[config.mk]
export PLATFORM = sky130hd
export DESIGN_NAME = crc_div_engine
export DESIGN_NICKNAME = d
export VERILOG_FILES = /design/src/rtl/crc_chk_pkg.sv /design/src/rtl/crc_div_engine.sv
export SDC_FILE = /design/constraint.sdc
export NUM_CORES = 1
export LEC_CHECK = 0
export BUFFER_PORTS_ARGS = -buffer_cell sky130_fd_sc_hd__clkbuf_2
export CAP_MARGIN = 20
export CORE_MARGIN = 4
export CORE_UTILIZATION = 52
export CTS_BUF_LIST = sky130_fd_sc_hd__clkbuf_8
export CTS_CLUSTER_SIZE = 8
export DETAILED_ROUTE_END_ITERATION = 16
export PLACE_DENSITY = 0.79
export RECOVER_POWER = 50
export SLEW_MARGIN = 20
export SYNTH_ARGS = -nofsm -noshare
export SYNTH_HDL_FRONTEND = slang
export SYNTH_SLANG_ARGS = --single-unit
[constraint.sdc]
create_clock -name clk -period 1.8 [get_ports clk]
set_clock_uncertainty 0.15 [all_clocks]
set_input_delay 0.09 -clock clk [delete_from_list [all_inputs] [get_ports clk]]
set_output_delay 0.09 -clock clk [all_outputs]
set_load 0.005 [all_outputs]
[src/rtl/crc_chk_pkg.sv]
package crc_chk_pkg;

  localparam int MAXW = 32;

  // Mask selecting the low w bits of a working word.
  function automatic logic [MAXW-1:0] wmask(input int w);
    logic [MAXW-1:0] m;
    m = '0;
    for (int i = 0; i < MAXW; i++) begin
      if (i < w) m[i] = 1'b1;
    end
    return m;
  endfunction

  // Feedback taken from top stage XOR incoming bit (no augmentation needed).
  function automatic logic [MAXW-1:0] step_direct(input logic [MAXW-1:0] s,
                                                  input logic b,
                                                  input logic [MAXW-1:0] poly,
                                                  input int w);
    logic fb;
    logic [MAXW-1:0] n;
    fb = s[w-1] ^ b;
    n  = (s << 1) & wmask(w);
    if (fb) n = n ^ poly;
    return n;
  endfunction

  // Long-division step: bit enters at the bottom, the top stage decides the subtraction.
  function automatic logic [MAXW-1:0] step_aug(input logic [MAXW-1:0] s,
                                               input logic b,
                                               input logic [MAXW-1:0] poly,
                                               input int w);
    logic top;
    logic [MAXW-1:0] n;
    top = s[w-1];
    n   = ((s << 1) | {{(MAXW-1){1'b0}}, b}) & wmask(w);
    if (top) n = n ^ poly;
    return n;
  endfunction

  // Mirror the low w bits about their centre.
  function automatic logic [MAXW-1:0] mirror(input logic [MAXW-1:0] v, input int w);
    logic [MAXW-1:0] r;
    r = '0;
    for (int i = 0; i < MAXW; i++) begin
      if (i < w) r[i] = v[w-1-i];
    end
    return r;
  endfunction

endpackage

[src/rtl/crc_div_engine.sv]
module crc_div_engine #(
  parameter int              WIDTH  = 16,
  parameter logic [WIDTH:0]  POLY   = 17'h11021,
  parameter logic [WIDTH-1:0] INIT  = '0,
  parameter bit              DIRECT = 1'b1
) (
  input  logic             clk,
  input  logic             rst_n,
  input  logic             acc,
  input  logic             seg_first,
  input  logic             feed_en,
  input  logic             feed8,
  input  logic [7:0]       feed_word,
  input  logic             zero_en,
  output logic [WIDTH-1:0] rem_next
);
  import crc_chk_pkg::*;

  localparam logic [MAXW-1:0] POLY_W = MAXW'(POLY[WIDTH-1:0]);
  localparam logic [MAXW-1:0] INIT_W = MAXW'(INIT);

  logic [MAXW-1:0] state_q, base, nxt;

  assign base = seg_first ? INIT_W : state_q;

  generate
    if (DIRECT) begin : g_direct
      logic unused_zero;
      assign unused_zero = zero_en;
      always_comb begin
        nxt = base;
        if (feed_en) begin
          for (int i = 0; i < 8; i++) begin
            if (feed8 || i == 0) nxt = step_direct(nxt, feed_word[7-i], POLY_W, WIDTH);
          end
        end
      end
    end else begin : g_augmented
      always_comb begin
        nxt = base;
        if (feed_en) begin
          for (int i = 0; i < 8; i++) begin
            if (feed8 || i == 0) nxt = step_aug(nxt, feed_word[7-i], POLY_W, WIDTH);
          end
        end
        // One appended zero per checksum bit slot: WIDTH zeros per subframe.
        if (zero_en) nxt = step_aug(nxt, 1'b0, POLY_W, WIDTH);
      end
    end
  endgenerate

  assign rem_next = nxt[WIDTH-1:0];

  always_ff @(posedge clk or negedge rst_n) begin
    if (!rst_n)   state_q <= '0;
    else if (acc) state_q <= nxt;
  end

  AST_STATE_IN_WIDTH: assert property (@(posedge clk) disable iff (!rst_n)
    (state_q & ~wmask(WIDTH)) == '0);

endmodule

# Word level (Yosys, flattened, before mapping)

Cells that the tools add are included.

Muxes and demuxes: 27
Bitwise gates (word level): 24

Operators with widths:

| operator       | number |
|---|---|
| $mux 31        | 16 |
| $and 31x16->31 | 8 |
| $mux 13        | 8 |
| $not 3->3      | 8 |
| $xor 1x1->1    | 8 |
| $mux 1         | 3 |

Register bits after elaboration: 31
Input bits: 15
Logic and storage cells: 52

# Logic depth before layout (Yosys ltp)

Gate-level depths: netlist of the first run.

Depth in word-level cells: 40
Gate-level depth with buffers: 8

# Worst setup path before layout of the first run

Ideal clock, no wire load.

Kind: register to register
From: register state_q[15]
To: register state_q[3]
Data arrival time: 1639 ps
Data required time: 1525 ps
Slack: -114 ps
Cell stages (with the launch flop): 7
Buffers on the path: 1
Clock period less this slack: 1914 ps
Path through: dfrtp_1 buf_6 xnor2_2 nor3b_1 o32ai_4 o22ai_2 mux2_2

Word-level cells in the longest chain between the ends: 29
Elaborated cells between the ends (all ways): 33
Those cells by class: 24 x mux; 9 x bitwise

RTL lines:

| element                  | line                 | source |
|---|---|---|
| start: declaration       | crc_div_engine.sv:22 | `logic [MAXW-1:0] state_q, base, nxt;` |
| start signal: assignment | crc_div_engine.sv:56 | `else if (acc) state_q <= nxt;` |
| $mux 31 *                | crc_div_engine.sv:24 | `assign base = seg_first ? INIT_W : state_q;` |
| $xor 1x1->1 *            | crc_chk_pkg.sv:22    | `fb = s[w-1] ^ b;` |
| $mux 13 *                | crc_chk_pkg.sv:24    | `if (fb) n = n ^ poly;` |
| $mux 31 *                | crc_div_engine.sv:32 | `if (feed_en) begin` |
| $and 31x16->31           | crc_chk_pkg.sv:23    | `n = (s << 1) & wmask(w);` |
| $mux 31 *                | crc_div_engine.sv:34 | `if (feed8 \|\| i == 0) nxt = step_direct(nxt, feed_word[7-i], POLY_W, WIDTH);` |
| $mux 31 *                | crc_div_engine.sv:32 |  |
| $and 31x16->31           | crc_chk_pkg.sv:23    |  |
| (+14 left out)           | -                    |  |
| $mux 13                  | crc_chk_pkg.sv:24    |  |
| $mux 31 *                | crc_div_engine.sv:34 |  |
| $mux 31 *                | crc_div_engine.sv:32 |  |
| $and 31x16->31           | crc_chk_pkg.sv:23    |  |
| $mux 13                  | crc_chk_pkg.sv:24    |  |
| $mux 31 *                | crc_div_engine.sv:34 |  |
| $mux 31 *                | crc_div_engine.sv:32 |  |
| net rem_next[3]          | crc_div_engine.sv:15 | `output logic [WIDTH-1:0] rem_next` |

The timed path passes the listed nets; every way through them passes the cells marked *. The select of a mux whose other input is x is not followed.
A chain may end at the register's enable or synchronous reset.

# Worst setup path in the final report of the first run

From: register state_q[14]
To: output rem_next[13]

Word-level cells in the longest chain between the ends: 25
Elaborated cells between the ends (all ways): 35
Those cells by class: 22 x mux; 13 x bitwise

RTL lines:

| element                                   | line |
|---|---|
| $mux 31 *                                 | crc_div_engine.sv:24 |
| $and 31x16->31 *                          | crc_chk_pkg.sv:23 |
| $mux 31 *                                 | crc_div_engine.sv:32 |
| $xor 1x1->1 or $mux 31 (tied branches)    | crc_chk_pkg.sv:22, crc_div_engine.sv:34 |
| $mux 13 or $mux 31 (tied branches)        | crc_chk_pkg.sv:24, crc_div_engine.sv:32 |
| $mux 31 *                                 | crc_div_engine.sv:34 |
| $mux 31 *                                 | crc_div_engine.sv:32 |
| $and 31x16->31 or $mux 31 (tied branches) | crc_chk_pkg.sv:23, crc_div_engine.sv:34 |
| (+9 left out)                             | - |
| $mux 13 or $mux 31 (tied branches)        | crc_chk_pkg.sv:24, crc_div_engine.sv:32 |
| $mux 31 *                                 | crc_div_engine.sv:34 |
| $mux 31 *                                 | crc_div_engine.sv:32 |
| $and 31x16->31 or $mux 31 (tied branches) | crc_chk_pkg.sv:23, crc_div_engine.sv:34 |
| $mux 31 *                                 | crc_div_engine.sv:34 |
| $mux 31 *                                 | crc_div_engine.sv:32 |
| $mux 31 *                                 | crc_div_engine.sv:34 |
| $mux 31 *                                 | crc_div_engine.sv:32 |
| end: declaration                          | crc_div_engine.sv:15 |

Mark *: on every way between the ends. The rest lies on a longest branch, timed or not. The select of a mux whose other input is x is not followed.

==> results.json, run 1 <==
{
  "drive_gt1_share_pct": 51.1,
  "grt-ovfl-total": 0,
  "whs_ns": 0.0873,
  "clockRootBuffer": "clkbuf_8",
  "top_level_ports": 31,
  "grt_pass1_vias": 1767,
  "vias": 2015,
  "vdd_drop_max_mv": 0.658,
  "finalMaxSlewViolations": 0,
  "cp_slowest_cell": "dfrtp_2",
  "path_cells": "xor2_2, a22oi_2, xnor2_2, a31oi_1, o22ai_1, a21o_1, buf_2",
  "end_kind": "output port",
  "diodes": 0,
  "relSlewSlack_pct": 36.4,
  "ys_async_sr_fraction_pct": 100,
  "fin_crit_ns": 2.30,
  "synth_commonest_cells": "nand2_1 (21), xnor2_1 (17), dfrtp_1 (16), o21ai_0 (14), a21oi_1 (12)",
  "reg_top3": "state_q x16",
  "cap_violations": 0,
  "grt_pass1_wl_um": 8750,
  "clkTransAtPathRegs_ns": 0.07,
  "crit_type": "reg -> out",
  "power.density_nw_per_um2": 911,
  "cp.arrival_ns": 2.06,
  "violations": "negative setup slack",
  "drt-total-wl_um": 6560,
  "fmax_mhz": 434,
  "die_w_um": 64.2,
  "drc": 0,
  "syn_to_final_growth_pct": 54.5,
  "ys_ff_latch": 16,
  "grt_usage_pct": 27.1,
  "dieHeight_um": 64.2,
  "routedWlPerCell_um": 21.3,
  "netlist_area_um2": 1640,
  "drt_first_pass_iters": 5,
  "synth_edf_count": 0,
  "yosys_warnings": 0,
  "synth.top_cell.area_share_pct": 24.4,
  "power_uw": 2310,
  "worstPathRequired_ns": 1.56,
  "yosys.area.top_type": "dfrtp_1",
  "fillers": 162,
  "num_rows": 20,
  "largest_reg_flops": 16,
  "h-tree-depth": 1,
  "placedInstanceArea_um2": 2020,
  "setup_slack_ns": -0.505,
  "detail-route-antenna-nets": 0,
  "detail_route.iter0.violations": 254,
  "ys_types": 50,
  "syn_avg_cell_area_um2": 8.17,
  "yosysSeqAreaShare_pct": 24.4,
  "nets": 281,
  "synth-main-ff-cell": "dfrtp_1",
  "period_share_pct": 128,
  "syn-num-nets": 216,
  "start_util_pct": 54.3,
  "numCtsBuffers": 3,
  "hold_viol": 0,
  "fp.coreArea_um2": 3030,
  "synth.most_common_cell": "nand2_1",
  "status": "finished with violations",
  "design_area_um2": 2540,
  "synthTopCellsByArea": "dfrtp_1 (24%), xnor2_1 (9.1%), nand2_1 (4.8%)",
  "grt_max_degree": 29,
  "viasPerCell": 6.54,
  "cp_slowest_stage_delay_ns": 0.46,
  "p_leak_uw": 0.00106,
  "path_max_fanout": 4,
  "clock-sinks": 16,
  "hp-class": "in -> reg",
  "place_hpwl_um": 3610,
  "clockBufferDepth": 2,
  "clk_latency_ns": 0.26,
  "finalWeightedCongestion": 0.928,
  "die_area_um2": 4120,
  "setup_viol": 29,
  "cts_tree": "done",
  "grt_antenna_before_repair": 0,
  "port_buffers": 29,
  "rsz0062_at_grt": "true",
  "regMostFlops": "state_q",
  "syn_inst": 201,
  "start_kind": "flip-flop",
  "worstMarginPinSlew_ns": 0.954
}
==> power by group <==
group / leakage (uW) / internal (uW) / switching [uW]
combinational: 0.000835 / 762 / 716
clock: 0.0000216 / 149 / 130
sequential: 0.000204 / 436 / 119
==> worst paths after layout <==
path	slack [ns]	depth (start not counted)	from	end
worst min register to register	0.41	2	state_q[1]	state_q[1]
worst max-delay path	-0.50	7	state_q[14]	rem_next[13]
worst max register to register	-0.29	7	state_q[14]	state_q[14]
min in group asynchronous	0.38	2	rst_n	state_q[11]
max in group asynchronous	0.48	2	rst_n	state_q[15]
worst min-delay path	0.09	2	acc	state_q[9]
==> what timing repair did <==
action / in CTS / in global routing
resized for setup: 31 / 49
pin swaps: 19 / 28
endpoints found under the hold margin: 16 / 0
setup buffers: 9 / 9
endpoints found under the setup margin: 26 / 31
hold buffers: 1 / 0
==> per-stage QoR <==
| stage | instances | utilization (%) | setup TNS (ns) | setup WS, ns |
|---|---|---|---|---|
| finish | 308 | 83.8 | -7.45 | -0.505 |
| global route | 308 | 83.8 | -9.50 | -0.562 |
| CTS | 301 | 74.6 | -4.58 | -0.390 |
| detailed placement | 290 | 66.8 | -1.92 | -0.194 |
| global placement | 290 | 66.8 | -1.16 | -0.142 |
| floorplan | 201 | - | -0.123 | -0.0623 |
==> cells by family after synthesis <==
logic type | Yosys count | synth area share [%]
compound gates | 70 | 31.2
xor+xnor | 23 | 13.6
buf+inv | 23 | 6.70
flops | 16 | 24.4
mux | 8 | 5.25
simple gates | 61 | 18.8
==> metal layers <==
layer,vias to the layer above,track usage [%],routed length (um)
li1,858,-,-
met1,957,34.8,2510
met2,169,46.2,3160
met3,31,2.81,636
met4,0,11.1,254
met5,-,0,0
==> critical path: cells and delay by family (launching register included) <==
family	cells	cell delay (ns)
flops	1	0.46
compound gates	4	0.66
xor+xnor	2	0.59
buf+inv	1	0.11
==> placed cells by master (no fill, tap or decap), types with 3 or more instances in the layout <==
cell / count
mux2i_1: 3
xnor2_2: 8
o21ai_2: 5
buf_2: 9
nand3_1: 3
o22ai_2: 6
o21ai_1: 4
a31oi_4: 3
nand2b_1: 6
o211ai_1: 3
nor2b_1: 6
buf_4: 34
clkbuf_2: 19
nor3_1: 3
clkbuf_8: 3
a32o_1: 3
xnor2_4: 4
o21ai_0: 7
xnor2_1: 8
inv_1: 6
dfrtp_1: 13
mux2_4: 3
dfrtp_2: 3
buf_6: 12
a21oi_1: 10
nand2_1: 20
nor2_1: 7
a22oi_1: 5
==> cell type report <==
| class | instances | area [um^2] | area share, % |
|---|---|---|---|
| clock buffer | 3 | 41.3 | 1.63 |
| tap | 44 | 55.1 | 2.17 |
| timing repair buffer | 76 | 544 | 21.4 |
| multi-input combinational | 162 | 1470 | 57.8 |
| sequential | 16 | 404 | 15.9 |
| inverter | 7 | 26.3 | 1.04 |
Power figures use the tool's default switching activity.
==> inputs of run 2 (changes only) <==
- CORE_UTILIZATION: 52 -> 55
- CTS_CLUSTER_SIZE: 8 -> 14
- clock period: 1.8 -> 2.6 ns (I/O delays scaled with it)
==> results.json, run 2 (same netlist as run 1, synthesis figures left out) <==
{
  "status": "completed",
  "fin_tns_setup_ns": 0,
  "hp-class": "in -> reg",
  "grt_pass1_vias": 1577,
  "clockRootBuffer": "clkbuf_8",
  "numCtsBuffers": 3,
  "place_hpwl_um": 3250,
  "drt-total-wl_um": 4410,
  "period_share_pct": 96.5,
  "detail-route-antenna-nets": 0,
  "grt_usage_pct": 23.1,
  "dieHeight_um": 62.7,
  "largest_reg_flops": 16,
  "cap_violations": 0,
  "relSlewSlack_pct": 38.4,
  "top_level_ports": 31,
  "reg2reg_setup_slack_ns": 0.50,
  "clk_latency_ns": 0.25,
  "vdd_drop_max_mv": 0.415,
  "grt_pass1_wl_um": 7390,
  "multi_input_area_um2": 1150,
  "start_util_pct": 58.6,
  "mostFrequentLayoutCells": "clkbuf_2 (28), nand2_1 (21), xnor2_1 (16), dfrtp_1 (16), o21ai_0 (14)",
  "clock-sinks": 16,
  "drc": 0,
  "path_max_fanout": 7,
  "dp_cells": 249,
  "regMostFlops": "state_q",
  "crit_type": "reg -> out",
  "viasPerCell": 6.38,
  "seqCellArea_um2": 400,
  "clockBufferDepth": 2,
  "grt_max_degree": 26,
  "worstPathRequired_ns": 2.32,
  "vias": 1626,
  "fin_crit_ns": 2.51,
  "routedWlPerCell_um": 17.3,
  "reg_top3": "state_q x16",
  "diodes": 0,
  "cts_tree": "done",
  "port_buffers": 29,
  "mostFrequentLayoutCell": "clkbuf_2",
  "drive_gt1_share_pct": 24.1,
  "hold_viol": 0,
  "grt_antenna_before_repair": 0,
  "finalMaxSlewViolations": 0,
  "h-tree-depth": 1,
  "syn_to_final_growth_pct": 13.4,
  "die_area_um2": 3930,
  "worstMarginPinSlew_ns": 0.924,
  "rsz0062_at_grt": "false",
  "setup_viol": 0,
  "fmax_mhz": 398,
  "cp.arrival_ns": 2.23,
  "fillers": 246,
  "detail_route.iter0.violations": 115,
  "die_w_um": 62.7,
  "stdcell_count": 255,
  "p_leak_uw": 0.000761,
  "num_rows": 19,
  "grt-ovfl-total": 0,
  "clkTransAtPathRegs_ns": 0.07,
  "fp.coreArea_um2": 2810,
  "whs_ns": 0.231,
  "power.density_nw_per_um2": 632,
  "nets": 240,
  "start_kind": "flip-flop",
  "end_kind": "output port",
  "drt_first_pass_iters": 4,
  "finalWeightedCongestion": 0.937
}
run 2: changes by cell type in the layout (fill, tap and decap cells not counted), sizes merged:
cell,previous run,this run
buf,55,5
clkbuf,23,33
run 2: stage by stage:
step / setup slack, ns / utilization [%] / cell area (um^2) / power (uW)
floorplan: 0.671 / - / 1640 / 776
global placement: 0.404 / 63.2 / 1770 / 904
detailed placement: 0.334 / 63.2 / 1770 / 925
CTS: 0.0873 / 65.5 / 1840 / 1160
global route: 0.0115 / 66.4 / 1860 / 1260
finish: 0.0897 / 66.4 / 1860 / 1180
run 2: area by class of cell:
type	instances	share of cell area (%)
multi-input combinational	162	61.8
sequential	16	21.5
timing repair buffer	35	10.3
clock buffer	4	2.95
tap	31	2.08
inverter	7	1.41
run 2: what timing repair did:
item                       4_1_cts  5_1_grt
resized for setup                0        2
hold buffers                     1        0
hold endpoints to repair        16        0
buffers inserted                 0        1
setup endpoints to repair        0        3
run 2: metal layers:
metal / up-vias / track usage [%] / routed length [um]
met3: 8 / 3.60 / 339
li1: 779 / - / -
met2: 63 / 37.7 / 2180
met5: - / 0 / 0
met4: 0 / 8.82 / 57
met1: 776 / 30.7 / 1830
run 2: critical path, cell delays in order (launching register included):
cell and delay (ns):
dfrtp_1 0.51, xnor2_4 0.23, nor3b_1 0.37, o32ai_4 0.21, and3_2 0.26, a221oi_2 0.21
o21ai_2 0.07, clkbuf_2 0.11
run 2: path summary, 6_finish.rpt:
| kind | endpoint | depth (start not counted) | start |
|---|---|---|---|
| max | rem_next[8] | 7 | state_q[15] |
| min | state_q[9] | 2 | acc |
| max reg2reg | state_q[3] | 5 | state_q[15] |
| min reg2reg | state_q[1] | 2 | state_q[1] |
| max in group asynchronous | state_q[14] | 2 | rst_n |
| min in group asynchronous | state_q[8] | 2 | rst_n |
run 2: where the power goes:
group / switching, uW / leakage, uW / internal, uW
Combinational: 290 / 0.000525 / 270
Sequential: 91.6 / 0.000208 / 300
Clock: 91.7 / 0.0000288 / 135
Total: 473 / 0.000761 / 704
